### src/rtl/synth_ctl_pkg.sv
// Package: shared types for the synthesizer control receiver.
// Assumes the bus carries write transfers only.
package synth_ctl_pkg;

    // Phase-comparator output drive mode
    typedef enum logic [1:0] {
        PUMP_NORMAL = 2'd0,
        PUMP_HIZ    = 2'd1,
        PUMP_HIGH   = 2'd2,
        PUMP_LOW    = 2'd3
    } pump_mode_e;

    // Source selected for the B5 buffer
    typedef enum logic [1:0] {
        B5_BAND = 2'd0,
        B5_TAP  = 2'd1,
        B5_REF  = 2'd2
    } b5_route_e;

    // Receiver protocol state
    typedef enum logic [1:0] {
        RX_IDLE = 2'd0,
        RX_ADDR = 2'd1,
        RX_DATA = 2'd2,
        RX_SKIP = 2'd3
    } rx_state_e;

    // Control byte fields, bit order as received in bits 6..0
    typedef struct packed {
        logic       r6;
        logic       t;
        logic       p;
        logic       r3;
        logic       r2;
        logic [1:0] rsel;
    } ctl_bits_t;

    localparam logic [3:0] ADDR_PREFIX = 4'b1100;

endpackage

### src/rtl/i2c_line_sampler.sv
// Module: i2c_line_sampler
// Synchronises SCL and SDA into the clock domain and flags start, stop
// and SCL edges. Assumes bus levels are held for several clocks.
module i2c_line_sampler #(
    parameter int STAGES = 2
) (
    input  logic clk,
    input  logic rst_n,
    input  logic scl_in,
    input  logic sda_in,
    output logic sda_lvl,
    output logic scl_rise,
    output logic scl_fall,
    output logic start_det,
    output logic stop_det
);
    localparam int SCL_I = 0;
    localparam int SDA_I = 1;

    logic [1:0] raw;
    logic [1:0] now;
    logic [1:0] was;

    assign raw = {sda_in, scl_in};

    for (genvar g = 0; g < 2; g++) begin : g_line
        logic [STAGES-1:0] sh;
        logic              prev;
        // synchroniser chain plus one delayed copy for edge detection
        always_ff @(posedge clk) begin
            if (!rst_n) begin
                sh   <= '1;
                prev <= 1'b1;
            end else begin
                sh   <= {sh[STAGES-2:0], raw[g]};
                prev <= sh[STAGES-1];
            end
        end
        assign now[g] = sh[STAGES-1];
        assign was[g] = prev;
    end

    assign sda_lvl   = now[SDA_I];
    assign scl_rise  = now[SCL_I] & ~was[SCL_I];
    assign scl_fall  = ~now[SCL_I] & was[SCL_I];
    assign start_det = now[SCL_I] & was[SCL_I] & was[SDA_I] & ~now[SDA_I];
    assign stop_det  = now[SCL_I] & was[SCL_I] & ~was[SDA_I] & now[SDA_I];

endmodule

### src/rtl/i2c_write_rx.sv
// Module: i2c_write_rx
// Byte-level write receiver: shifts bits, matches the address and drives
// the acknowledge. Hands up to MAX_DATA data bytes upward, tagging whether
// each is the second of a pair. Assumes synchronised edge pulses as input.
module i2c_write_rx
    import synth_ctl_pkg::*;
#(
    parameter int MAX_DATA = 4
) (
    input  logic       clk,
    input  logic       rst_n,
    input  logic       sda_lvl,
    input  logic       scl_rise,
    input  logic       scl_fall,
    input  logic       start_det,
    input  logic       stop_det,
    input  logic [7:0] dev_addr,
    output logic       ack_pull,
    output logic       byte_stb,
    output logic [7:0] byte_data,
    output logic       byte_second
);
    localparam int CNT_W = $clog2(MAX_DATA + 1);
    localparam logic [3:0] LAST_BIT = 4'd8;
    localparam logic [3:0] ACK_BIT  = 4'd9;

    rx_state_e        state;
    logic [3:0]       bit_cnt;
    logic [7:0]       shreg;
    logic [CNT_W-1:0] dcnt;
    logic             in_byte;

    assign in_byte = (state == RX_ADDR) || (state == RX_DATA);

    // protocol sequencing, bit shifting and acknowledge control
    always_ff @(posedge clk) begin
        if (!rst_n) begin
            state       <= RX_IDLE;
            bit_cnt     <= '0;
            shreg       <= '0;
            dcnt        <= '0;
            ack_pull    <= 1'b0;
            byte_stb    <= 1'b0;
            byte_data   <= '0;
            byte_second <= 1'b0;
        end else begin
            byte_stb <= 1'b0;
            if (start_det) begin
                state    <= RX_ADDR;
                bit_cnt  <= '0;
                dcnt     <= '0;
                ack_pull <= 1'b0;
            end else if (stop_det) begin
                state    <= RX_IDLE;
                ack_pull <= 1'b0;
            end else if (in_byte) begin
                if (scl_rise && bit_cnt < LAST_BIT) begin
                    shreg   <= {shreg[6:0], sda_lvl};
                    bit_cnt <= bit_cnt + 4'd1;
                end else if (scl_fall && bit_cnt == LAST_BIT) begin
                    bit_cnt <= ACK_BIT;
                    if (state == RX_ADDR) begin
                        ack_pull <= (shreg == dev_addr);
                        if (shreg != dev_addr) begin
                            state <= RX_SKIP;
                        end
                    end else if (dcnt < CNT_W'(MAX_DATA)) begin
                        ack_pull    <= 1'b1;
                        byte_stb    <= 1'b1;
                        byte_data   <= shreg;
                        byte_second <= dcnt[0];
                        dcnt        <= dcnt + 1'b1;
                    end else begin
                        ack_pull <= 1'b0;
                    end
                end else if (scl_fall && bit_cnt == ACK_BIT) begin
                    ack_pull <= 1'b0;
                    bit_cnt  <= '0;
                    if (state == RX_ADDR) begin
                        state <= RX_DATA;
                    end
                end
            end
        end
    end

endmodule

### src/rtl/pair_assembler.sv
// Module: pair_assembler
// Pairs data bytes and commits a complete pair either to the ratio latch
// or to the control/band latches, chosen by bit 7 of the first byte.
// Assumes byte_second marks the closing byte of a pair.
module pair_assembler
    import synth_ctl_pkg::*;
#(
    parameter int RATIO_W = 15,
    parameter int BANDS   = 4
) (
    input  logic               clk,
    input  logic               rst_n,
    input  logic               byte_stb,
    input  logic [7:0]         byte_data,
    input  logic               byte_second,
    output logic [RATIO_W-1:0] ratio,
    output logic               ratio_load,
    output ctl_bits_t          ctl,
    output logic [BANDS-1:0]   band
);
    localparam int HI_W = RATIO_W - 8;

    logic [7:0] hold;

    // hold the opening byte, then commit the pair on its closing byte
    always_ff @(posedge clk) begin
        if (!rst_n) begin
            hold       <= '0;
            ratio      <= '0;
            ratio_load <= 1'b0;
            ctl        <= '0;
            band       <= '0;
        end else begin
            ratio_load <= 1'b0;
            if (byte_stb) begin
                if (!byte_second) begin
                    hold <= byte_data;
                end else if (!hold[7]) begin
                    ratio      <= {hold[HI_W-1:0], byte_data};
                    ratio_load <= 1'b1;
                end else begin
                    ctl <= ctl_bits_t'(hold[6:0]);
                    for (int k = 0; k < BANDS; k++) begin
                        band[k] <= byte_data[2*k+1];
                    end
                end
            end
        end
    end

endmodule

### src/rtl/ctl_decoder.sv
// Module: ctl_decoder
// Combinational decode of latched control bits into reference ratio,
// comparator drive mode and test-output routing. Assumes stable inputs.
module ctl_decoder
    import synth_ctl_pkg::*;
#(
    parameter int REF_LOG2 = 11
) (
    input  logic              r6,
    input  logic              t,
    input  logic              r3,
    input  logic              r2,
    input  logic [1:0]        rsel,
    input  logic              b5_on,
    input  logic              b7_on,
    output logic [REF_LOG2:0] ref_div,
    output pump_mode_e        pump,
    output b5_route_e         b5_src,
    output logic              b7_src
);
    localparam int REF_W = REF_LOG2 + 1;
    localparam logic [REF_W-1:0] REF_TOP = REF_W'(1) << REF_LOG2;

    // reference ratio halves per step of the select
    always_comb begin
        ref_div = REF_TOP >> rsel;
    end

    // comparator drive: forcing only when R2 is clear and R6 set
    always_comb begin
        if (!r2 && r6) begin
            pump = t ? PUMP_LOW : PUMP_HIGH;
        end else begin
            pump = t ? PUMP_HIZ : PUMP_NORMAL;
        end
    end

    // test routes, each gated by its own buffer enable
    always_comb begin
        b5_src = B5_BAND;
        if (r2 && b5_on) begin
            b5_src = r3 ? B5_REF : B5_TAP;
        end
        b7_src = r2 && r3 && b7_on;
    end

endmodule

### src/rtl/synth_ctl_i2c_rx.sv
// Module: synth_ctl_i2c_rx
// Top of the synthesizer control receiver: bus sampling, byte reception,
// pair assembly and control decode. Assumes a write-only bus and a system
// clock at least ten times faster than SCL.
module synth_ctl_i2c_rx
    import synth_ctl_pkg::*;
#(
    parameter int SYNC_STAGES = 2,
    parameter int MAX_DATA    = 4,
    parameter int RATIO_W     = 15,
    parameter int REF_LOG2    = 11
) (
    input  logic               clk,
    input  logic               rst_n,
    input  logic               scl_in,
    input  logic               sda_in,
    input  logic [1:0]         addr_sel,
    output logic               sda_pull,
    output logic               start_stb,
    output logic [RATIO_W-1:0] ratio,
    output logic               ratio_load,
    output logic [3:0]         band,
    output logic               presc_bypass,
    output logic [REF_LOG2:0]  ref_div,
    output logic [1:0]         pump_mode,
    output logic [1:0]         b5_route,
    output logic               b7_route
);
    localparam int BANDS = 4;
    localparam int B5_I  = 2;
    localparam int B7_I  = 3;

    logic       sda_lvl, scl_rise, scl_fall, start_det, stop_det;
    logic       byte_stb, byte_second;
    logic [7:0] byte_data;
    logic [7:0] dev_addr;
    ctl_bits_t  ctl;
    pump_mode_e pump;
    b5_route_e  b5_src;

    assign dev_addr = {ADDR_PREFIX, addr_sel, 2'b00};

    i2c_line_sampler #(.STAGES(SYNC_STAGES)) u_sampler (
        .clk       (clk),
        .rst_n     (rst_n),
        .scl_in    (scl_in),
        .sda_in    (sda_in),
        .sda_lvl   (sda_lvl),
        .scl_rise  (scl_rise),
        .scl_fall  (scl_fall),
        .start_det (start_det),
        .stop_det  (stop_det)
    );

    i2c_write_rx #(.MAX_DATA(MAX_DATA)) u_rx (
        .clk         (clk),
        .rst_n       (rst_n),
        .sda_lvl     (sda_lvl),
        .scl_rise    (scl_rise),
        .scl_fall    (scl_fall),
        .start_det   (start_det),
        .stop_det    (stop_det),
        .dev_addr    (dev_addr),
        .ack_pull    (sda_pull),
        .byte_stb    (byte_stb),
        .byte_data   (byte_data),
        .byte_second (byte_second)
    );

    pair_assembler #(.RATIO_W(RATIO_W), .BANDS(BANDS)) u_pairs (
        .clk         (clk),
        .rst_n       (rst_n),
        .byte_stb    (byte_stb),
        .byte_data   (byte_data),
        .byte_second (byte_second),
        .ratio       (ratio),
        .ratio_load  (ratio_load),
        .ctl         (ctl),
        .band        (band)
    );

    ctl_decoder #(.REF_LOG2(REF_LOG2)) u_dec (
        .r6      (ctl.r6),
        .t       (ctl.t),
        .r3      (ctl.r3),
        .r2      (ctl.r2),
        .rsel    (ctl.rsel),
        .b5_on   (band[B5_I]),
        .b7_on   (band[B7_I]),
        .ref_div (ref_div),
        .pump    (pump),
        .b5_src  (b5_src),
        .b7_src  (b7_route)
    );

    assign start_stb    = start_det;
    assign presc_bypass = ctl.p;
    assign pump_mode    = pump;
    assign b5_route     = b5_src;

endmodule

### config.mk
export PLATFORM = sky130hd
export DESIGN_NAME = synth_ctl_i2c_rx
export DESIGN_NICKNAME = d
export VERILOG_FILES = /design/src/rtl/synth_ctl_pkg.sv /design/src/rtl/i2c_line_sampler.sv /design/src/rtl/i2c_write_rx.sv /design/src/rtl/pair_assembler.sv /design/src/rtl/ctl_decoder.sv /design/src/rtl/synth_ctl_i2c_rx.sv
export SDC_FILE = /design/constraint.sdc
export NUM_CORES = 1
export LEC_CHECK = 0
export BUFFER_PORTS_ARGS = -buffer_cell sky130_fd_sc_hd__clkbuf_2
export CAP_MARGIN = 20
export CORE_MARGIN = 5
export CORE_UTILIZATION = 60
export DETAILED_ROUTE_END_ITERATION = 8
export MAX_ROUTING_LAYER = met4
export PLACE_DENSITY = 0.93
export SETUP_SLACK_MARGIN = 0.05
export SYNTH_ARGS = -nofsm -noshare
export SYNTH_HDL_FRONTEND = slang
export SYNTH_SLANG_ARGS = --single-unit
### constraint.sdc
create_clock -name clk -period 2.7 [get_ports clk]
set_input_delay 0.27 -clock clk [delete_from_list [all_inputs] [get_ports clk]]
set_output_delay 0.27 -clock clk [all_outputs]
set_load 0.05 [all_outputs]
==> key figures, run 1 <==
Placement
  • PortBufs: 37
  • Placed Area: approximately 0.0030 mm2
  • GPL Wtd Cong: approximately 0.90
  • Hpwl dp: a little under 4000 um

Clock network
  • Clock sink count: 69
  • Clock latency on the worst-skew pair: roughly 0.33 ns
  • H-tree depth: 3
  • Setup bufs post-CTS: 0
  • Clock transition at path regs: roughly 0.060 ns
  • Clock Path Buffers: 2
  • Hold-fix buffers, CTS: 0
  • Inserted Clock Buffers: 9
  • CTS-repair resized insts: 0
  • CTS tree: built
  • Root Buffer: clkbuf_8

Setup path
  • Maximum fanout along the worst path: 6
  • Critical Path Max Stage Delay: roughly 0.45 ns
  • CP Launch Point: u_sampler.g_line[0].prev$_SDFF_PN1_
  • Cell chain of the critical path: nand2_1 > nor3b_1 > clkbuf_2
  • Reg2Reg Depth: 5
  • Critical Path End: start_stb
  • Reg2reg setup slack: 0.95 ns
  • Reg-to-reg startpoint: u_rx.state[1]$_SDFFE_PP0P_
  • Crit-path slowest cell: dfxtp_1
  • Worst Path Required: between 2 and 2.5 ns
  • Kind of critical path: reg -> out
  • CP arrival: around 1.6 ns
  • Worst Setup End Kind: output pin
  • Crit Reg-Reg Endpoint: u_rx.state[0]$_SDFFE_PN0P_
  • Startpoint types: flip-flop

Final layout
  • Finished layout cell area: between 0.003 and 0.004 mm2
  • Diode count: 0
  • Area Growth Syn to Fin: 11.9%
  • Filler instances: 388
  • Post-Route Utilization: between 60% and 70%
  • Share of cells above drive strength 1: roughly 16%
  • Nets@finish: 378

Timing
  • Max Slew Vio Count: 0
  • Period Utilization, post-route: about 70%
  • Worst-Margin Slew: roughly 0.57 ns
  • Hold Violations, Final: 0
  • Setup Skew: roughly 0.0054 ns
  • Worst rel slew slack: between 60% and 70%
  • Top achievable clock speed: between 0.5 and 0.6 GHz
  • RSZ-0062 raised after global routing: no
  • Final setup vio count: 0
  • Min Tclk post-route: about 1.9 ns
  • Setup TNS: 0 ns

Logic synthesis
  • Yosys reg bits: 69
  • Sequential area share after synthesis: between 40 and 50%
  • Synthesized area: ~0.0029 mm2
  • Cells after synthesis: around 340
  • Avg Inst Size Synth: 8.52 um2
  • Total number of yosys warnings: 0
  • Unique masters post-synth: 41

Detailed routing
  • Via density: around 5.3
  • WL/cell: roughly 13 um
  • DRT Pass-1 Iters: 4
  • DRC Markers: 0
  • Final WL: 5590 um
  • First DRT Iteration DRCs: 170
  • Vias: ~2,200
  • Routed Antenna Nets: 0

Floorplan
  • Site Rows: 25
  • CORE AREA: around 0.0047 mm2
  • Die Height: 79.2 um
  • Num ports: 46
  • Full die area: ~0.0063 mm2
  • Starting Density: about three fifths
  • Die Wd: between 70 and 80 um

Pwr
  • Pleak: ~0.0012 uW
  • VDD IR max: approximately 0.43 mV
  • Power per Cell Area: ~590 mW/mm2

Global routing
  • Gr usage total: between 10% and 20%
  • Grt total ovfl: 0
  • Wire length of the first global-routing pass: roughly 9400 um
  • Vias in the first global route: 2,115
  • Number of antenna violations at the first check in global routing: 0
  • Largest net degree at the start of global routing: 46

Flow run
  • Max_cap viols: 0

Min path
  • Worst hold path class: in -> reg

Outcome
  • Status: finished, final reports clean
-- cells by family after synthesis --
logic type	Yosys count	synth area share [%]
simple gates	159	25.8
flops	69	48.1
buf+inv	33	5.84
fa+ha+maj	5	2.18
compound gates	63	15.7
mux	2	0.697
xor+xnor	5	1.52
other cells	1	0.131
-- metrics by stage --
| stage | total power (uW) | hold WS [ns] | setup slack (ns) | std cells |
|---|---|---|---|---|
| floorplan | 1120 | 0.371 | 0.379 | 344 |
| global placement | 1120 | 0.391 | 1.07 | 410 |
| detailed placement | 1120 | 0.397 | 0.992 | 410 |
| CTS | 1920 | 0.100 | 0.814 | 423 |
| global route | 1980 | 0.119 | 0.688 | 423 |
| finish | 1900 | 0.116 | 0.809 | 423 |
-- cell usage after synthesis, drive strengths merged --
master / n / area, um2
nor4bb: 1 / 10.0
or3: 1 / 6.26
a311o: 1 / 10.0
o21ba: 1 / 10.0
nand2: 100 / 375
conb: 1 / 3.75
nor2: 13 / 48.8
a211oi: 1 / 7.51
a21boi: 42 / 315
o31a: 1 / 8.76
xnor2: 3 / 26.3
nand3: 10 / 50.1
and4b: 1 / 10.0
xor2: 2 / 17.5
a22o: 1 / 8.76
mux2i: 2 / 20.0
o211a: 1 / 10.0
nor3b: 2 / 15.0
nand4b: 2 / 17.5
and2: 2 / 12.5
ha: 5 / 62.6
nor2b: 4 / 25.0
inv: 4 / 15.0
nand4: 2 / 12.5
nor4b: 2 / 38.8
a31oi: 1 / 6.26
clkbuf: 15 / 56.3
and3: 4 / 25.0
buf: 14 / 96.3
o211ai: 1 / 7.51
nor3: 4 / 20.0
or2: 1 / 6.26
o21a: 1 / 7.51
a21oi: 2 / 10.0
dfxtp: 69 / 1380
o21ai: 10 / 50.1
nand2b: 9 / 56.3
and4bb: 1 / 12.5
-- area by class of cell --
cell class	count	area (um2)	share of cell area, %
multi-input cells	242	1350	42.0
inverters	4	15.0	0.467
clock buffers	11	151	4.71
well taps	54	67.6	2.10
flip-flops and latches	69	1380	43.0
repair buffers	41	215	6.69
clock inverters	2	35.0	1.09
-- where the power goes --
part	switching (uW)	internal [uW]	leakage, uW
clock	341	460	0.0000971
sequential	4.45	1020	0.000557
combinational	52.9	22.3	0.000559
-- cell usage in the layout (no fill, tap or decap), types with 2 or more instances in the layout --
| cell type | instances |
|---|---|
| clkbuf_8 | 11 |
| and3_1 | 4 |
| nand4_1 | 2 |
| nor3b_1 | 2 |
| xnor2_1 | 3 |
| nand3_1 | 10 |
| nor2b_1 | 4 |
| and2_1 | 2 |
| buf_4 | 4 |
| o21ai_0 | 10 |
| nor2_1 | 13 |
| nor3_1 | 4 |
| ha_1 | 5 |
| clkbuf_2 | 37 |
| xor2_1 | 2 |
| nand2_1 | 100 |
| inv_1 | 4 |
| mux2i_1 | 2 |
| nand2b_1 | 9 |
| dfxtp_1 | 69 |
| conb_1 | 8 |
| a21boi_0 | 42 |
| nand4b_1 | 2 |
| a21oi_1 | 2 |
-- how the worst min path moves through the flow --
stage                                         start                              endpoint  slack, ns  depth (start not counted)
2_1_floorplan                                scl_in  u_sampler.g_line[0].sh[0]$_SDFF_PN1_       0.37                          1
3_3_place_gp   u_sampler.g_line[1].sh[0]$_SDFF_PN1_  u_sampler.g_line[1].sh[1]$_SDFF_PN1_       0.39                          1
3_5_place_dp   u_sampler.g_line[1].sh[0]$_SDFF_PN1_  u_sampler.g_line[1].sh[1]$_SDFF_PN1_       0.40                          1
4_1_cts                                      sda_in  u_sampler.g_line[1].sh[0]$_SDFF_PN1_       0.10                          2
5_1_grt                                      scl_in  u_sampler.g_line[0].sh[0]$_SDFF_PN1_       0.12                          2
6_report                                     sda_in  u_sampler.g_line[1].sh[0]$_SDFF_PN1_       0.12                          2
-- layer usage --
layer	share of wire [%]	vias to the layer above	GRT usage [%]	wire [um]
li1	-	1151	-	-
met1	44	994	22.0	2440
met2	49	66	32.6	2710
met3	5.2	16	4.20	290
met4	2.6	0	10.1	147
met5	0	-	-	0
-- critical path: cells and delay by family (launching register included) --
family	cells	cell delay (ns)
buffers and inverters	1	0.35
DFF	1	0.45
and+or+nand+nor	2	0.50
-- flip-flops by register name, summed over array words and instances, names as in the netlist --
register               cells
u_pairs.band               4
u_pairs.ctl                7
u_pairs.hold               8
u_pairs.ratio             15
u_pairs.ratio_load         1
u_rx.ack_pull              1
u_rx.bit_cnt               4
u_rx.byte_data             8
u_rx.byte_second           1
u_rx.byte_stb              1
u_rx.dcnt                  3
u_rx.shreg                 8
u_rx.state                 2
u_sampler.g_line.prev      2
u_sampler.g_line.sh        4
Power figures use the tool's default switching activity.
==> run 2: changes to the inputs <==
--- a/config.mk
+++ b/config.mk
@@ -8,10 +8,10 @@
 export BUFFER_PORTS_ARGS = -buffer_cell sky130_fd_sc_hd__clkbuf_2
 export CAP_MARGIN = 20
 export CORE_MARGIN = 5
-export CORE_UTILIZATION = 60
+export CORE_UTILIZATION = 55
 export DETAILED_ROUTE_END_ITERATION = 8
 export MAX_ROUTING_LAYER = met4
-export PLACE_DENSITY = 0.93
+export PLACE_DENSITY = 0.87
 export SETUP_SLACK_MARGIN = 0.05
 export SYNTH_ARGS = -nofsm -noshare
 export SYNTH_HDL_FRONTEND = slang
==> constraint.sdc (replaced) <==
create_clock -name clk -period 1.78 [get_ports clk]
set_input_delay 0.178 -clock clk [delete_from_list [all_inputs] [get_ports clk]]
set_output_delay 0.178 -clock clk [all_outputs]
set_load 0.05 [all_outputs]
==> run 2 against run 1 <==
  * Sequential power is 51% higher
  * Critical path depth is 3 higher
  * Clock power is 76% higher
  * Final cell count is 5.0% higher
  * Die area is 7.9% higher
  * Via count is 2.1% higher
  * Register-to-register slack worse by 0.84 ns
  * Final area is 4.0% higher
  * Routed wire length is 0.50% higher
  * Clock skew is 0.0044 ns higher
  * Critical endpoint is now u_rx.bit_cnt[0]$_SDFFE_PP0P_
  * Highest routed layer unchanged
==> key figures, run 2 (synthesis gave the netlist of run 1 again) <==
Final layout
  • Number of flip-flops in the largest register: 15 (unchanged)
  • Finished layout cell area: 0.00334 mm2 (was 0.00322 mm2)
  • Non-Filler Instances: 444 (was 423)
  • Most common cell after layout, fill and taps aside: nand2_1 (unchanged)
  • Filler instances: 446 (was 388)
  • Reg with most FFs: u_pairs.ratio (unchanged)
  • Share of cells above drive strength 1: 17.6% (was 15.7%)
  • Diode count: 0 (unchanged)
  • Area Growth Syn to Fin: 16.4% (was 11.9%)
  • Nets@finish: 380 (was 378)
  • Most frequent cells in the layout: nand2_1, dfxtp_1, a21boi_0, clkbuf_2, nor2_1 (unchanged)

Floorplan
  • Starting Density: 56.6% (was 61.2%)
  • Num ports: 46 (unchanged)
  • CORE AREA: 0.00507 mm2 (was 0.00469 mm2)
  • Die Height: 82.3 um (was 79.2 um)
  • Site Rows: 26 (was 25)
  • Die Wd: 82.3 um (was 79.2 um)
  • Full die area: 0.00677 mm2 (was 0.00627 mm2)

Setup path
  • CP arrival: 1.91 ns (was 1.62 ns)
  • Crit-path slowest cell: ha_2 (was dfxtp_1)
  • Maximum fanout along the worst path: 7 (was 6)
  • Largest delay share family, worst path: compound AO/OA/AOI/OAI gates (was simple AND/OR/NAND/NOR gates)
  • Startpoint types: flip-flop (unchanged)
  • Worst Setup End Kind: flip-flop (was output pin)
  • Reg2reg setup slack: 0.11 ns (was 0.95 ns)
  • Critical Path Max Stage Delay: 0.43 ns (was 0.45 ns)
  • Buf/Inv on CP: 2 (was 1)
  • Cell chain of the critical path: inv_1 > ha_2 > nor4b_4 > buf_4 > o31a_1 > a211oi_1 (was nand2_1 > nor3b_1 > clkbuf_2)
  • Worst Path Required: 2.02 ns (was 2.43 ns)
  • Kind of critical path: reg -> reg (was reg -> out)

Pwr
  • Internal power: 2450 uW (was 1500 uW)
  • Reg power frac: 50.4% (was 54.0%)
  • Pleak: 0.00125 uW (was 0.00121 uW)
  • Switch Pwr: 642 uW (was 398 uW)
  • Share of total power in combinational logic: 4.0% (about the same)
  • VDD IR max: 0.655 mV (was 0.431 mV)
  • Clock power share: 45.7% (was 42.1%)
  • Power per Cell Area: 925 mW/mm2 (was 592 mW/mm2)
  • Switching fraction of total power: 20.7% (was 20.9%)
  • Tot Pwr: 3090 uW (was 1900 uW)

Clock network
  • Inserted Clock Buffers: 9 (unchanged)
  • Clock sink count: 69 (unchanged)
  • Clock transition at path regs: 0.07 ns (was 0.06 ns)
  • H-tree depth: 3 (unchanged)
  • Hold-fix buffers, CTS: 0 (unchanged)
  • Clock Path Buffers: 2 (unchanged)
  • Root Buffer: clkbuf_8 (unchanged)
  • Clock latency on the worst-skew pair: 0.34 ns (was 0.33 ns)
  • Setup bufs post-CTS: 0 (unchanged)
  • CTS tree: built (unchanged)

Timing
  • Setup Skew: 0.00979 ns (was 0.00536 ns)
  • Worst-Margin Slew: 0.554 ns (was 0.568 ns)
  • Setup TNS: 0 ns (unchanged)
  • Period Utilization, post-route: approximately 94%
  • Max Slew Vio Count: 0 (unchanged)
  • Hold Violations, Final: 0 (unchanged)
  • Min Tclk post-route: between 1.5 and 2 ns
  • Worst rel slew slack: 63.0% (was 62.0%)
  • Final setup vio count: 0 (unchanged)
  • Top achievable clock speed: ~0.60 GHz
  • RSZ-0062 raised after global routing: no (unchanged)

Global routing
  • Wire length of the first global-routing pass: 9060 um (was 9380 um)
  • Vias in the first global route: 2,022 (was 2,115)
  • Gr usage total: 18.1% (was 19.5%)
  • Grt total ovfl: 0 (unchanged)
  • Number of antenna violations at the first check in global routing: 0 (unchanged)
  • Largest net degree at the start of global routing: 65 (was 46)

Flow run
  • Max_cap viols: 0 (unchanged)

Detailed routing
  • Routed Antenna Nets: 0 (unchanged)
  • Via density: 5.12 (was 5.26)
  • DRT Pass-1 Iters: 4 (unchanged)
  • First DRT Iteration DRCs: 171 (was 170)
  • Vias: 2,273 (was 2,227)
  • Final WL: 5620 um (was 5590 um)
  • DRC Markers: 0 (unchanged)
  • WL/cell: 12.7 um (was 13.2 um)

Outcome
  • Status: finished, final reports clean (unchanged)

Min path
  • Worst hold path class: in -> reg (unchanged)

Placement
  • PortBufs: 37 (unchanged)
  • GPL Wtd Cong: 0.838 (was 0.900)
  • Placed Area: 0.00308 mm2 (was 0.00303 mm2)
  • Placed cells: 427 (was 410)
  • Hpwl dp: 3860 um (was 3900 um)
-- run 2: cell count changes in the layout (fill, tap and decap cells not counted), sizes merged --
cell    change
nor4b       +1
clkinv      +1
clkbuf      +1
bufinv      +1
buf         +1
-- run 2: timing repair --
| action | CTS | global route |
|---|---|---|
| gates cloned | 1 | 0 |
| pin swaps | 1 | 1 |
| gates resized for setup | 3 | 4 |
| endpoints found under the setup margin | 1 | 4 |
-- run 2: final cells by class --
class                           instances  area [um2]  share of cell area [%]
Clock buffer                           12         155                    4.64
Clock inverter                          4        70.1                    2.10
Inverter                                4        15.0                   0.449
Multi-Input combinational cell        243        1400                    41.7
Sequential cell                        69        1380                    41.4
Tap cell                               70        87.6                    2.62
Timing Repair Buffer                   42         238                    7.11
-- run 2: per-layer routing --
layer  track usage (%)  wire (um)  up-vias
met5                 -          0        -
met4              8.80         90        0
met3              4.01        284       12
met2              30.4       2740       53
met1              20.3       2500     1043
li1                  -          -     1165
-- run 2: power by group through the flow --
stage | combinational [uW] | sequential [uW] | clock [uW]
after floorplan | 111 | 1590 | 0
after global placement | 118 | 1590 | 0
after detailed placement | 119 | 1590 | 0
after CTS | 122 | 1560 | 1440
after global routing | 131 | 1560 | 1500
final | 123 | 1560 | 1410
-- run 2: stage by stage --
stage | utilization, % | hold slack, ns | setup WS [ns]
final | 65.9 | 0.0222 | 0.109
after global routing | 65.9 | 0.0347 | 0.0313
after CTS | 65.7 | 0.00973 | 0.0597
after detailed placement | 60.7 | 0.370 | 0.0410
after global placement | 60.7 | 0.366 | 0.150
after floorplan | - | 0.279 | 0.172
-- run 2: path summary, 6_finish.rpt --
path | endpoint | start | cells past startpoint
worst min-delay path | u_sampler.g_line[1].sh[0]$_SDFF_PN1_ | sda_in | 2
worst min register to register | u_sampler.g_line[0].sh[1]$_SDFF_PN1_ | u_sampler.g_line[0].sh[0]$_SDFF_PN1_ | 1
worst max register to register | u_rx.bit_cnt[0]$_SDFFE_PP0P_ | u_rx.state[1]$_SDFFE_PP0P_ | 6
worst max-delay path | u_rx.bit_cnt[0]$_SDFFE_PP0P_ | u_rx.state[1]$_SDFFE_PP0P_ | 6
==> run 3: changes to the inputs <==
--- a/config.mk
+++ b/config.mk
@@ -8,10 +8,11 @@
 export BUFFER_PORTS_ARGS = -buffer_cell sky130_fd_sc_hd__clkbuf_2
 export CAP_MARGIN = 20
 export CORE_MARGIN = 5
-export CORE_UTILIZATION = 55
+export CORE_UTILIZATION = 50
 export DETAILED_ROUTE_END_ITERATION = 8
+export HOLD_SLACK_MARGIN = 0.12
 export MAX_ROUTING_LAYER = met4
-export PLACE_DENSITY = 0.87
+export PLACE_DENSITY = 0.84
 export SETUP_SLACK_MARGIN = 0.05
 export SYNTH_ARGS = -nofsm -noshare
 export SYNTH_HDL_FRONTEND = slang
==> constraint.sdc (replaced) <==
create_clock -name clk -period 1.3 [get_ports clk]
set_input_delay 0.13 -clock clk [delete_from_list [all_inputs] [get_ports clk]]
set_output_delay 0.13 -clock clk [all_outputs]
set_load 0.05 [all_outputs]
==> run 3 against run 2 <==
  * The flow now finishes with violations (setup timing)
  * Critical path type unchanged
  * Combinational power rose by 81%
  * Largest cell class unchanged
  * Final cell count grew 9.5%
  * Total power up 31%
  * Core utilization is 4.5 points higher
  * Sequential power grew 37%
==> key figures, run 3 (synthesis gave the netlist of run 1 again) <==
Floorplan
  • Num ports: 46 (unchanged)
  • Starting Density: 51.9% (was 56.6%)
  • Site Rows: 27 (was 26)
  • Die Wd: 85.8 um (was 82.3 um)
  • Die Height: 85.8 um (was 82.3 um)
  • Full die area: 0.00736 mm2 (was 0.00677 mm2)
  • CORE AREA: 0.00554 mm2 (was 0.00507 mm2)

Timing
  • Max Slew Vio Count: 0 (unchanged)
  • Fin Hold WS: 0.140 ns (was 0.0222 ns)
  • Final setup vio count: 29 (was 0)
  • Hold Violations, Final: 0 (unchanged)
  • Min Tclk post-route: 1.52 ns (was 1.67 ns)
  • RSZ-0062 raised after global routing: yes (was no)
  • Top achievable clock speed: 0.657 GHz (was 0.598 GHz)
  • Setup Skew: 0.00681 ns (was 0.00979 ns)
  • Setup TNS: -3.65 ns (was 0 ns)
  • Period Utilization, post-route: 117% (was 93.9%)
  • Final worst setup slack: -0.221 ns (was 0.109 ns)

Clock network
  • H-tree depth: 3 (unchanged)
  • Inserted Clock Buffers: 9 (unchanged)
  • Clock latency on the worst-skew pair: 0.34 ns (about the same)
  • Clock transition at path regs: 0.08 ns (was 0.07 ns)
  • Clock Path Buffers: 2 (unchanged)
  • Root Buffer: clkbuf_8 (unchanged)
  • CTS tree: built (unchanged)
  • Clock sink count: 69 (unchanged)

Setup path
  • Worst Path Required: 1.54 ns (was 2.02 ns)
  • CP Launch Point: u_rx.bit_cnt[0]$_SDFFE_PP0P_ (was u_rx.state[1]$_SDFFE_PP0P_)
  • Reg2Reg Depth: 7 (was 6)
  • Worst Setup End Kind: flip-flop (unchanged)
  • Startpoint types: flip-flop (unchanged)
  • Reg2reg setup slack: -0.22 ns (was 0.11 ns)
  • Maximum fanout along the worst path: 3 (was 7)
  • Critical Path End: u_rx.state[0]$_SDFFE_PN0P_ (was u_rx.bit_cnt[0]$_SDFFE_PP0P_)
  • Reg-to-reg startpoint: u_rx.bit_cnt[0]$_SDFFE_PP0P_ (was u_rx.state[1]$_SDFFE_PP0P_)
  • CP arrival: 1.76 ns (was 1.91 ns)
  • Crit Reg-Reg Endpoint: u_rx.state[0]$_SDFFE_PN0P_ (was u_rx.bit_cnt[0]$_SDFFE_PP0P_)
  • Kind of critical path: reg -> reg (unchanged)

Pwr
  • Power per Cell Area: 1040 mW/mm2 (was 925 mW/mm2)
  • VDD IR max: 0.691 mV (was 0.655 mV)
  • Pleak: 0.00153 uW (was 0.00125 uW)

Final layout
  • Nets@finish: 420 (was 380)
  • Filler instances: 422 (was 446)
  • Reg with most FFs: u_pairs.ratio (unchanged)
  • Number of flip-flops in the largest register: 15 (unchanged)
  • Area Growth Syn to Fin: 35.8% (was 16.4%)
  • Area of the multi-input gates: 0.00155 mm2 (was 0.00140 mm2)
  • Register area: 0.00140 mm2 (was 0.00138 mm2)
  • Share of cells above drive strength 1: 36.2% (was 17.6%)
  • Most frequent cells in the layout: nand2_1, dfxtp_1, buf_4, a21boi_0, clkbuf_2 (was nand2_1, dfxtp_1, a21boi_0, clkbuf_2, nor2_1)
  • Diode count: 0 (unchanged)
  • Most common cell after layout, fill and taps aside: nand2_1 (unchanged)

Outcome
  • Violated checks: setup timing
  • Status: finished, violations left (was finished, final reports clean)

Global routing
  • Number of antenna violations at the first check in global routing: 0 (unchanged)
  • Wire length of the first global-routing pass: 10,800 um (was 9060 um)
  • GRT met3 Usage: 5.19% (was 4.01%)
  • GR Util met1: 20.8% (was 20.3%)
  • Largest net degree at the start of global routing: 53 (was 65)
  • Met2 Use GR: 31.4% (was 30.4%)
  • Vias in the first global route: 2,406 (was 2,022)
  • GR peak layer: met2 (unchanged)
  • Gr usage total: 19.0% (was 18.1%)
  • Grt total ovfl: 0 (unchanged)

Detailed routing
  • DRT Pass-1 Iters: 4 (unchanged)
  • DRC Markers: 0 (unchanged)
  • Via density: 5.04 (was 5.12)
  • First DRT Iteration DRCs: 76 (was 171)
  • Final WL: 6390 um (was 5620 um)
  • Routed Antenna Nets: 0 (unchanged)
  • Vias: 2,450 (was 2,273)
  • WL/cell: 13.1 um (was 12.7 um)

Placement
  • PortBufs: 37 (unchanged)
  • Hpwl dp: 4170 um (was 3860 um)
  • GPL Wtd Cong: 0.895 (was 0.838)

Min path
  • Worst hold path class: in -> reg (unchanged)

Flow run
  • Max_cap viols: 0 (unchanged)
run 3: final cells by class:
type	instances	area share [%]
clock buffer	10	3.27
inverter	4	0.449
clock inverter	6	1.64
sequential	69	36.0
multi-input combinational	242	39.7
timing repair buffer	83	16.7
tap	72	2.31
run 3: critical path, cell delays in order, from the launching register on:
cell and delay [ns]:
dfxtp_2 0.37, buf_6 0.11, ha_4 0.12, nor2_4 0.04
nor4b_4 0.29, buf_4 0.17, nand4b_1 0.11, and3_1 0.20
run 3: per-stage QoR:
| step | utilization [%] | power, uW | std cells | cell area, um2 | setup slack [ns] |
|---|---|---|---|---|---|
| CTS | 68.8 | 4070 | 485 | 3810 | -0.152 |
| floorplan | - | 2340 | 344 | 3030 | -0.175 |
| global route | 70.4 | 4190 | 486 | 3900 | -0.278 |
| detailed placement | 61.6 | 2370 | 458 | 3410 | -0.203 |
| global placement | 61.6 | 2370 | 458 | 3410 | -0.142 |
| finish | 70.4 | 4050 | 486 | 3900 | -0.221 |
run 3: power breakdown:
part           switching (uW)  total [uW]  leakage [uW]  internal (uW)
sequential               6.09        2130      0.000561           2120
clock                     824        1710     0.0000923            882
combinational             134         223      0.000874           88.6
total                     964        4050       0.00153           3090
run 3: worst min-delay path by stage:
stage | slack (ns) | to | depth (start not counted) | from
finish | 0.14 | u_rx.bit_cnt[0]$_SDFFE_PP0P_ | 3 | rst_n
global route | 0.16 | u_rx.bit_cnt[0]$_SDFFE_PP0P_ | 3 | rst_n
CTS | 0.13 | u_rx.bit_cnt[0]$_SDFFE_PP0P_ | 3 | rst_n
detailed placement | 0.31 | u_sampler.g_line[1].sh[0]$_SDFF_PN1_ | 2 | sda_in
global placement | 0.31 | u_sampler.g_line[0].sh[0]$_SDFF_PN1_ | 2 | scl_in
floorplan | 0.23 | u_sampler.g_line[0].sh[0]$_SDFF_PN1_ | 1 | scl_in
run 3: timing repair:
item,4_1_cts,5_1_grt
endpoints found under the setup margin,35,53
endpoints found under the hold margin,2,0
pin swaps,10,17
resized for setup,31,34
hold buffers,2,0
cloned,1,0
buffers inserted,9,1
run 3: routing by layer:
layer | vias up | share of wire, %
met2 | 61 | 50
li1 | 1247 | -
met4 | 0 | 2.1
met1 | 1127 | 42
met5 | - | 0
met3 | 15 | 5.6
